===== config.mk =====
export PLATFORM = sky130hd
export DESIGN_NAME = mc_ctrl_fsm
export DESIGN_NICKNAME = d
export VERILOG_FILES = /design/src/rtl/mcc_pkg.sv /design/src/rtl/mcc_rst_sync.sv /design/src/rtl/mcc_next_state.sv /design/src/rtl/mcc_ctrl_decode.sv /design/src/rtl/mc_ctrl_fsm.sv
export SDC_FILE = /design/constraint.sdc
export NUM_CORES = 1
export LEC_CHECK = 0
export BUFFER_PORTS_ARGS = -buffer_cell sky130_fd_sc_hd__buf_2
export CORE_AREA = 2 2 39 41
export DETAILED_ROUTE_END_ITERATION = 7
export DIE_AREA = 0 0 41 43
export GPL_ROUTABILITY_DRIVEN = 0
export PLACE_DENSITY = 0.68
export SETUP_SLACK_MARGIN = 0.3
export SYNTH_ARGS = -nofsm -noshare
export SYNTH_HDL_FRONTEND = slang
export SYNTH_HIERARCHICAL = 1
export SYNTH_SLANG_ARGS = --single-unit

===== constraint.sdc =====
create_clock -name clk -period 3.9 [get_ports clk]
set_clock_uncertainty 0.2 [all_clocks]
set_input_delay 0.585 -clock clk [delete_from_list [all_inputs] [get_ports clk]]
set_output_delay 0.585 -clock clk [all_outputs]
set_load 0.05 [all_outputs]

===== src/rtl/mcc_pkg.sv =====
package mcc_pkg;

  localparam int SEL_W = 2;

  typedef enum logic [3:0] {
    ST_FETCH  = 4'd0,
    ST_DECODE = 4'd1,
    ST_ADDR   = 4'd2,
    ST_LDRD   = 4'd3,
    ST_LDWB   = 4'd4,
    ST_STWR   = 4'd5,
    ST_REXE   = 4'd6,
    ST_RWB    = 4'd7,
    ST_BEQ    = 4'd8,
    ST_JUMP   = 4'd9
  } state_e;

  // ALU B operand select codes
  localparam logic [SEL_W-1:0] BSEL_REG   = 2'b00;
  localparam logic [SEL_W-1:0] BSEL_FOUR  = 2'b01;
  localparam logic [SEL_W-1:0] BSEL_IMM   = 2'b10;
  localparam logic [SEL_W-1:0] BSEL_BROFF = 2'b11;

  // ALU operation class codes
  localparam logic [SEL_W-1:0] AOP_ADD    = 2'b00;
  localparam logic [SEL_W-1:0] AOP_SUB    = 2'b01;
  localparam logic [SEL_W-1:0] AOP_FUNCT  = 2'b10;

  // PC source codes
  localparam logic [SEL_W-1:0] PSRC_ALU   = 2'b00;
  localparam logic [SEL_W-1:0] PSRC_OUT   = 2'b01;
  localparam logic [SEL_W-1:0] PSRC_JMP   = 2'b10;

  typedef struct packed {
    logic             addr_sel;
    logic             mem_rd;
    logic             mem_wr;
    logic             ir_ld;
    logic             dst_sel;
    logic             wb_sel;
    logic             rf_we;
    logic             alu_a_sel;
    logic [SEL_W-1:0] alu_b_sel;
    logic [SEL_W-1:0] alu_op;
    logic [SEL_W-1:0] pc_src;
    logic             pc_upd;
    logic             pc_upd_cond;
  } ctrl_t;

  localparam ctrl_t CTRL_IDLE = '0;

endpackage


===== src/rtl/mcc_rst_sync.sv =====
module mcc_rst_sync #(
  parameter int STAGES = 2
) (
  input  logic clk,
  input  logic rst_n,
  output logic rst_sync_n
);

  logic [STAGES-1:0] sync_q;

  always_ff @(posedge clk or negedge rst_n) begin
    if (!rst_n) begin
      sync_q <= '0;
    end else begin
      sync_q <= {sync_q[STAGES-2:0], 1'b1};
    end
  end

  assign rst_sync_n = sync_q[STAGES-1];

endmodule


===== src/rtl/mcc_next_state.sv =====
module mcc_next_state
  import mcc_pkg::*;
#(
  parameter int              OPC_W   = 6,
  parameter logic [OPC_W-1:0] OPC_ALU = 6'b000000,
  parameter logic [OPC_W-1:0] OPC_LD  = 6'b100011,
  parameter logic [OPC_W-1:0] OPC_ST  = 6'b101011,
  parameter logic [OPC_W-1:0] OPC_BR  = 6'b000100,
  parameter logic [OPC_W-1:0] OPC_JMP = 6'b000010
) (
  input  state_e           state_q,
  input  logic [OPC_W-1:0] opcode,
  output state_e           state_d
);

  always_comb begin
    state_d = ST_FETCH;
    unique case (state_q)
      ST_FETCH:  state_d = ST_DECODE;
      ST_DECODE: begin
        if (opcode == OPC_LD || opcode == OPC_ST) begin
          state_d = ST_ADDR;
        end else if (opcode == OPC_ALU) begin
          state_d = ST_REXE;
        end else if (opcode == OPC_BR) begin
          state_d = ST_BEQ;
        end else if (opcode == OPC_JMP) begin
          state_d = ST_JUMP;
        end else begin
          state_d = ST_FETCH;
        end
      end
      ST_ADDR:   state_d = (opcode == OPC_LD) ? ST_LDRD : ST_STWR;
      ST_LDRD:   state_d = ST_LDWB;
      ST_REXE:   state_d = ST_RWB;
      default:   state_d = ST_FETCH;
    endcase
  end

endmodule


===== src/rtl/mcc_ctrl_decode.sv =====
module mcc_ctrl_decode
  import mcc_pkg::*;
(
  input  state_e state_q,
  output ctrl_t  ctrl
);

  always_comb begin
    ctrl = CTRL_IDLE;
    unique case (state_q)
      ST_FETCH: begin
        ctrl.mem_rd    = 1'b1;
        ctrl.addr_sel  = 1'b0;
        ctrl.ir_ld     = 1'b1;
        ctrl.alu_a_sel = 1'b0;
        ctrl.alu_b_sel = BSEL_FOUR;
        ctrl.alu_op    = AOP_ADD;
        ctrl.pc_src    = PSRC_ALU;
        ctrl.pc_upd    = 1'b1;
      end
      ST_DECODE: begin
        ctrl.alu_a_sel = 1'b0;
        ctrl.alu_b_sel = BSEL_BROFF;
        ctrl.alu_op    = AOP_ADD;
      end
      ST_ADDR: begin
        ctrl.alu_a_sel = 1'b1;
        ctrl.alu_b_sel = BSEL_IMM;
        ctrl.alu_op    = AOP_ADD;
      end
      ST_LDRD: begin
        ctrl.mem_rd   = 1'b1;
        ctrl.addr_sel = 1'b1;
      end
      ST_LDWB: begin
        ctrl.rf_we   = 1'b1;
        ctrl.wb_sel  = 1'b1;
        ctrl.dst_sel = 1'b0;
      end
      ST_STWR: begin
        ctrl.mem_wr   = 1'b1;
        ctrl.addr_sel = 1'b1;
      end
      ST_REXE: begin
        ctrl.alu_a_sel = 1'b1;
        ctrl.alu_b_sel = BSEL_REG;
        ctrl.alu_op    = AOP_FUNCT;
      end
      ST_RWB: begin
        ctrl.dst_sel = 1'b1;
        ctrl.wb_sel  = 1'b0;
        ctrl.rf_we   = 1'b1;
      end
      ST_BEQ: begin
        ctrl.alu_a_sel   = 1'b1;
        ctrl.alu_b_sel   = BSEL_REG;
        ctrl.alu_op      = AOP_SUB;
        ctrl.pc_src      = PSRC_OUT;
        ctrl.pc_upd_cond = 1'b1;
      end
      ST_JUMP: begin
        ctrl.pc_src = PSRC_JMP;
        ctrl.pc_upd = 1'b1;
      end
      default: ctrl = CTRL_IDLE;
    endcase
  end

endmodule


===== src/rtl/mc_ctrl_fsm.sv =====
module mc_ctrl_fsm
  import mcc_pkg::*;
#(
  parameter int               OPC_W       = 6,
  parameter int               SYNC_STAGES = 2,
  parameter logic [OPC_W-1:0] OPC_ALU     = 6'b000000,
  parameter logic [OPC_W-1:0] OPC_LD      = 6'b100011,
  parameter logic [OPC_W-1:0] OPC_ST      = 6'b101011,
  parameter logic [OPC_W-1:0] OPC_BR      = 6'b000100,
  parameter logic [OPC_W-1:0] OPC_JMP     = 6'b000010
) (
  input  logic             clk,
  input  logic             rst_n,
  input  logic [OPC_W-1:0] opcode,
  input  logic             alu_zero,
  output logic             mem_addr_sel,
  output logic             mem_rd,
  output logic             mem_wr,
  output logic             ir_ld,
  output logic             dst_sel,
  output logic             wb_sel,
  output logic             rf_we,
  output logic             alu_a_sel,
  output logic [SEL_W-1:0] alu_b_sel,
  output logic [SEL_W-1:0] alu_op,
  output logic [SEL_W-1:0] pc_src,
  output logic             pc_upd,
  output logic             pc_upd_cond,
  output logic             pc_we
);

  logic   rst_i_n;
  state_e state_q;
  state_e state_d;
  ctrl_t  ctrl;

  mcc_rst_sync #(.STAGES(SYNC_STAGES)) u_rst_sync (
    .clk        (clk),
    .rst_n      (rst_n),
    .rst_sync_n (rst_i_n)
  );

  mcc_next_state #(
    .OPC_W   (OPC_W),
    .OPC_ALU (OPC_ALU),
    .OPC_LD  (OPC_LD),
    .OPC_ST  (OPC_ST),
    .OPC_BR  (OPC_BR),
    .OPC_JMP (OPC_JMP)
  ) u_next (
    .state_q (state_q),
    .opcode  (opcode),
    .state_d (state_d)
  );

  always_ff @(posedge clk or negedge rst_i_n) begin
    if (!rst_i_n) begin
      state_q <= ST_FETCH;
    end else begin
      state_q <= state_d;
    end
  end

  mcc_ctrl_decode u_dec (
    .state_q (state_q),
    .ctrl    (ctrl)
  );

  assign mem_addr_sel = ctrl.addr_sel;
  assign mem_rd       = ctrl.mem_rd;
  assign mem_wr       = ctrl.mem_wr;
  assign ir_ld        = ctrl.ir_ld;
  assign dst_sel      = ctrl.dst_sel;
  assign wb_sel       = ctrl.wb_sel;
  assign rf_we        = ctrl.rf_we;
  assign alu_a_sel    = ctrl.alu_a_sel;
  assign alu_b_sel    = ctrl.alu_b_sel;
  assign alu_op       = ctrl.alu_op;
  assign pc_src       = ctrl.pc_src;
  assign pc_upd       = ctrl.pc_upd;
  assign pc_upd_cond  = ctrl.pc_upd_cond;

  // Final PC load: unconditional request, or conditional request qualified by zero
  assign pc_we = ctrl.pc_upd | (ctrl.pc_upd_cond & alu_zero);

  logic opc_known;
  assign opc_known = (opcode == OPC_ALU) || (opcode == OPC_LD) || (opcode == OPC_ST) ||
                     (opcode == OPC_BR)  || (opcode == OPC_JMP);

  a_r2_fetch_then_decode: assert property (@(posedge clk) disable iff (!rst_i_n)
    (state_q == ST_FETCH) |=> (state_q == ST_DECODE));

  a_r11_unknown_back_to_fetch: assert property (@(posedge clk) disable iff (!rst_i_n)
    (state_q == ST_DECODE && !opc_known) |=> ir_ld);

  a_r5_read_then_writeback: assert property (@(posedge clk) disable iff (!rst_i_n)
    (state_q == ST_LDRD) |=> (rf_we && wb_sel));

  a_r6_store_then_fetch: assert property (@(posedge clk) disable iff (!rst_i_n)
    mem_wr |=> ir_ld);

  a_r8_branch_zero_gate: assert property (@(posedge clk) disable iff (!rst_i_n)
    (state_q == ST_BEQ) |-> (pc_we == alu_zero));

  a_r8_branch_single_cycle: assert property (@(posedge clk) disable iff (!rst_i_n)
    pc_upd_cond |=> (ir_ld && !pc_upd_cond));

  a_r3_one_storage_access: assert property (@(posedge clk) disable iff (!rst_i_n)
    $onehot0({mem_rd, mem_wr, rf_we}));

endmodule


==> impl_metrics.tcl <==
set metrics [dict create \
    via_per_inst 4.89 \
    cpPeakStageDelay_ns 0.67 \
    cellPowerDensity_mw_per_mm2 591 \
    synth-seq-area-share 0.305 \
    hold_viol_final 0 \
    grtUsageTotal 0.122 \
    met3_usage 0.0628 \
    crit_type "flop to output pin" \
    grt_max_degree 18 \
    io_buffer_count 25 \
    end_kind "output pin" \
    layout.nets 90 \
    die_h_um 43 \
    syn2layout_area_growth_pct 29.4 \
    finalSetupTns_ns 0 \
    hp-class "flop to flop" \
    total_leakage_power_uw 0.000311 \
    dp_hpwl_um 706 \
    synth_edf_count 0 \
    final_antenna_net_count 0 \
    arrival_ns 1.74 \
    cts.sinks 6 \
    grt_pass1_wl_mm 1.48 \
    status "completed" \
    grt_pass1_vias 349 \
    core_area_mm2 0.00138 \
    synth_largest_area_cell "dfrtp_1" \
    pre_cts_ws_ns 1.64 \
    synthCells 54 \
    ys_ff_latch 6 \
    intPower_uw 168 \
    yosysTopAreaCellShare 0.305 \
    numCtsBuffers 3 \
    antenna_found_initial 0 \
    antenna_cells 0 \
    yosysUniqueCellTypes 30 \
    crit_fanout 16 \
    slew_violations 0 \
    htreeDepth 1 \
    synth_fp_nets 63 \
    pwr-share-seq 0.263 \
    async_flop_share 1.00 \
    fmax_mhz 396 \
    use_met1 0.173 \
    finalCritPeriodShare 0.647 \
    crit_buf_inv 1 \
    top_usage_layer "met1" \
    p_clk_frac 0.147 \
    rsz0062_at_grt "false" \
    grt.overflow.total 0 \
    drt-total-wl_um 997 \
    drt-initial-drc-count 6 \
    avgSynthCellArea_um2 9.13 \
    vdd_ir_drop_max_mv 0.213 \
    worst_slack_ns 1.37 \
    cts_resized 0 \
    netlist_area_um2 493 \
    num_io_pins 26 \
    clkLatencyLatePin_ns 0.24 \
    met2_usage 0.166 \
    fp.dieW_um 41 \
    cts_root_buf "clkbuf_4" \
    routedWlPerCell_um 10.5 \
    final.min_clock_period_ns 2.53 \
    n_fill_cell 138 \
    tightestPinTransition_ns 0.567 \
    dieArea_mm2 0.00176 \
    num_rows 14 \
    ff2ff_setup_slack_ns 2.32 \
    cts.path.max_buffers 2 \
    yosysWarnings 6 \
    num_vias 465 \
    power.switching_uw 209 \
    netSwitchingFraction 0.555 \
    clkTransAtPathRegs_ns 0.04 \
    ys.flop_type "dfrtp_1" \
    synth_area_leaders "dfrtp_1, nor3_1, nor4b_2" \
    slowest_stage "dfrtp_1" \
    cpLargestDelayFamily "flip-flops" \
    maxCapViolCount 0 \
    cts_tree "built" \
    relSlewSlack 0.622 \
    path_cells "nor4b_2 -> o21bai_1 -> buf_2" \
    worst_setup_path_start_kind "flop" \
    multi_input_area_um2 297 \
    regArea_um2 150 \
    drtPass1Iterations 4 \
    setup_viol 0 \
    required_ns 3.12 \
    drc 0 \
    start_util 0.356 \
    drive_above_1_share 0.418 \
    pwr-share-comb 0.589 \
]
per-stage QoR:
stage	hold WS [ns]	area, µm²	utilization	total power, µW	std cells
global route	0.163	638	0.461	401	95
finish	0.152	638	0.461	377	95
floorplan	-0.160	493	-	288	54
CTS	0.154	638	0.461	381	95
global placement	-0.150	596	0.430	319	90
detailed placement	-0.141	596	0.430	322	90
cell type report:
type / instances / area share
timing repair buffer: 27 / 0.227
inverter: 1 / 0.00588
tap: 16 / 0.0314
clock buffer: 3 / 0.0353
multi-input combinational: 42 / 0.465
sequential: 6 / 0.235
cells in the final DEF (no fill, tap or decap):
master         count
nor3b_2            2
or3_1              1
clkbuf_4           3
nor2_1             4
dfrtp_1            6
o211ai_1           1
nor4b_1            1
a311oi_1           1
nand2_1            2
nor3b_1            1
xnor2_1            2
a221oi_1           1
nand2b_1           2
a21o_1             2
buf_2             25
and4b_1            1
nor3_1             8
o21ai_1            1
dlygate4sd3_1      2
and3_1             1
inv_1              1
nand4_1            1
a21oi_1            1
conb_1             1
nor4b_2            2
o21bai_1           1
a31oi_1            1
nor4_2             1
xor2_1             2
nor4_1             1
kinds of logic (layout without fill, tap and decap cells):
kind of cell           Yosys count  count (layout)  share of synthesized area
buffers and inverters            6              31                     0.0939
flip-flops                       6               6                      0.305
other                            1               1                    0.00761
AO/OA/AOI/OAI                    9               9                      0.129
AND/OR/NAND/NOR                 28              28                      0.393
XOR/XNOR                         4               4                     0.0711
state kept, by name, indices dropped and copies added, names as in the netlist:
| name | flops |
|---|---|
| u_rst_sync/sync_q | 2 |
| state_q | 4 |
path summary, 6_finish.rpt:
| kind | from | to | cells past startpoint |
|---|---|---|---|
| max | state_q[3] | alu_a_sel | 3 |
| min | u_rst_sync/sync_q[0] | u_rst_sync/sync_q[1] | 0 |
| max reg2reg | state_q[1] | state_q[1] | 3 |
| min reg2reg | u_rst_sync/sync_q[0] | u_rst_sync/sync_q[1] | 0 |
| max in group asynchronous | u_rst_sync/sync_q[1] | state_q[3] | 1 |
| min in group asynchronous | u_rst_sync/sync_q[1] | state_q[2] | 1 |
cells in the mapped netlist (2+ instances only):
cell and n:
buf_4 2, xnor2_1 2, buf_6 2, a21o_1 2
nor3_1 8, nor4b_2 2, nand2_1 2, xor2_1 2
dfrtp_1 6, nor3b_2 2, nor2_1 4, nand2b_1 2
repair_timing:
action,CTS,global route
hold buffers,2,0
setup buffers,0,0
hold endpoints to repair,6,0
metal layers:
metal | share of wire | vias up
met5 | 0 | -
met2 | 0.41 | 24
met3 | 0.11 | 0
met4 | 0 | 0
met1 | 0.48 | 193
li1 | - | 248
power by group through the flow:
stage                     logic [µW]  registers, µW  clock network, µW
after detailed placement         221            100                  0
final                            222           99.3               55.6
after global placement           221           98.0                  0
after CTS                        224           99.0               58.3
after floorplan                  205           82.8                  0
after global routing             235            102               63.5
worst reg2reg max path, delay by kind of cell, from the launching register on:
family          cells  cell delay, ns
simple gates        1            0.39
flops               1            0.64
buf+inv             1            0.15
compound gates      1            0.13
(Power assumes the default switching activity.)
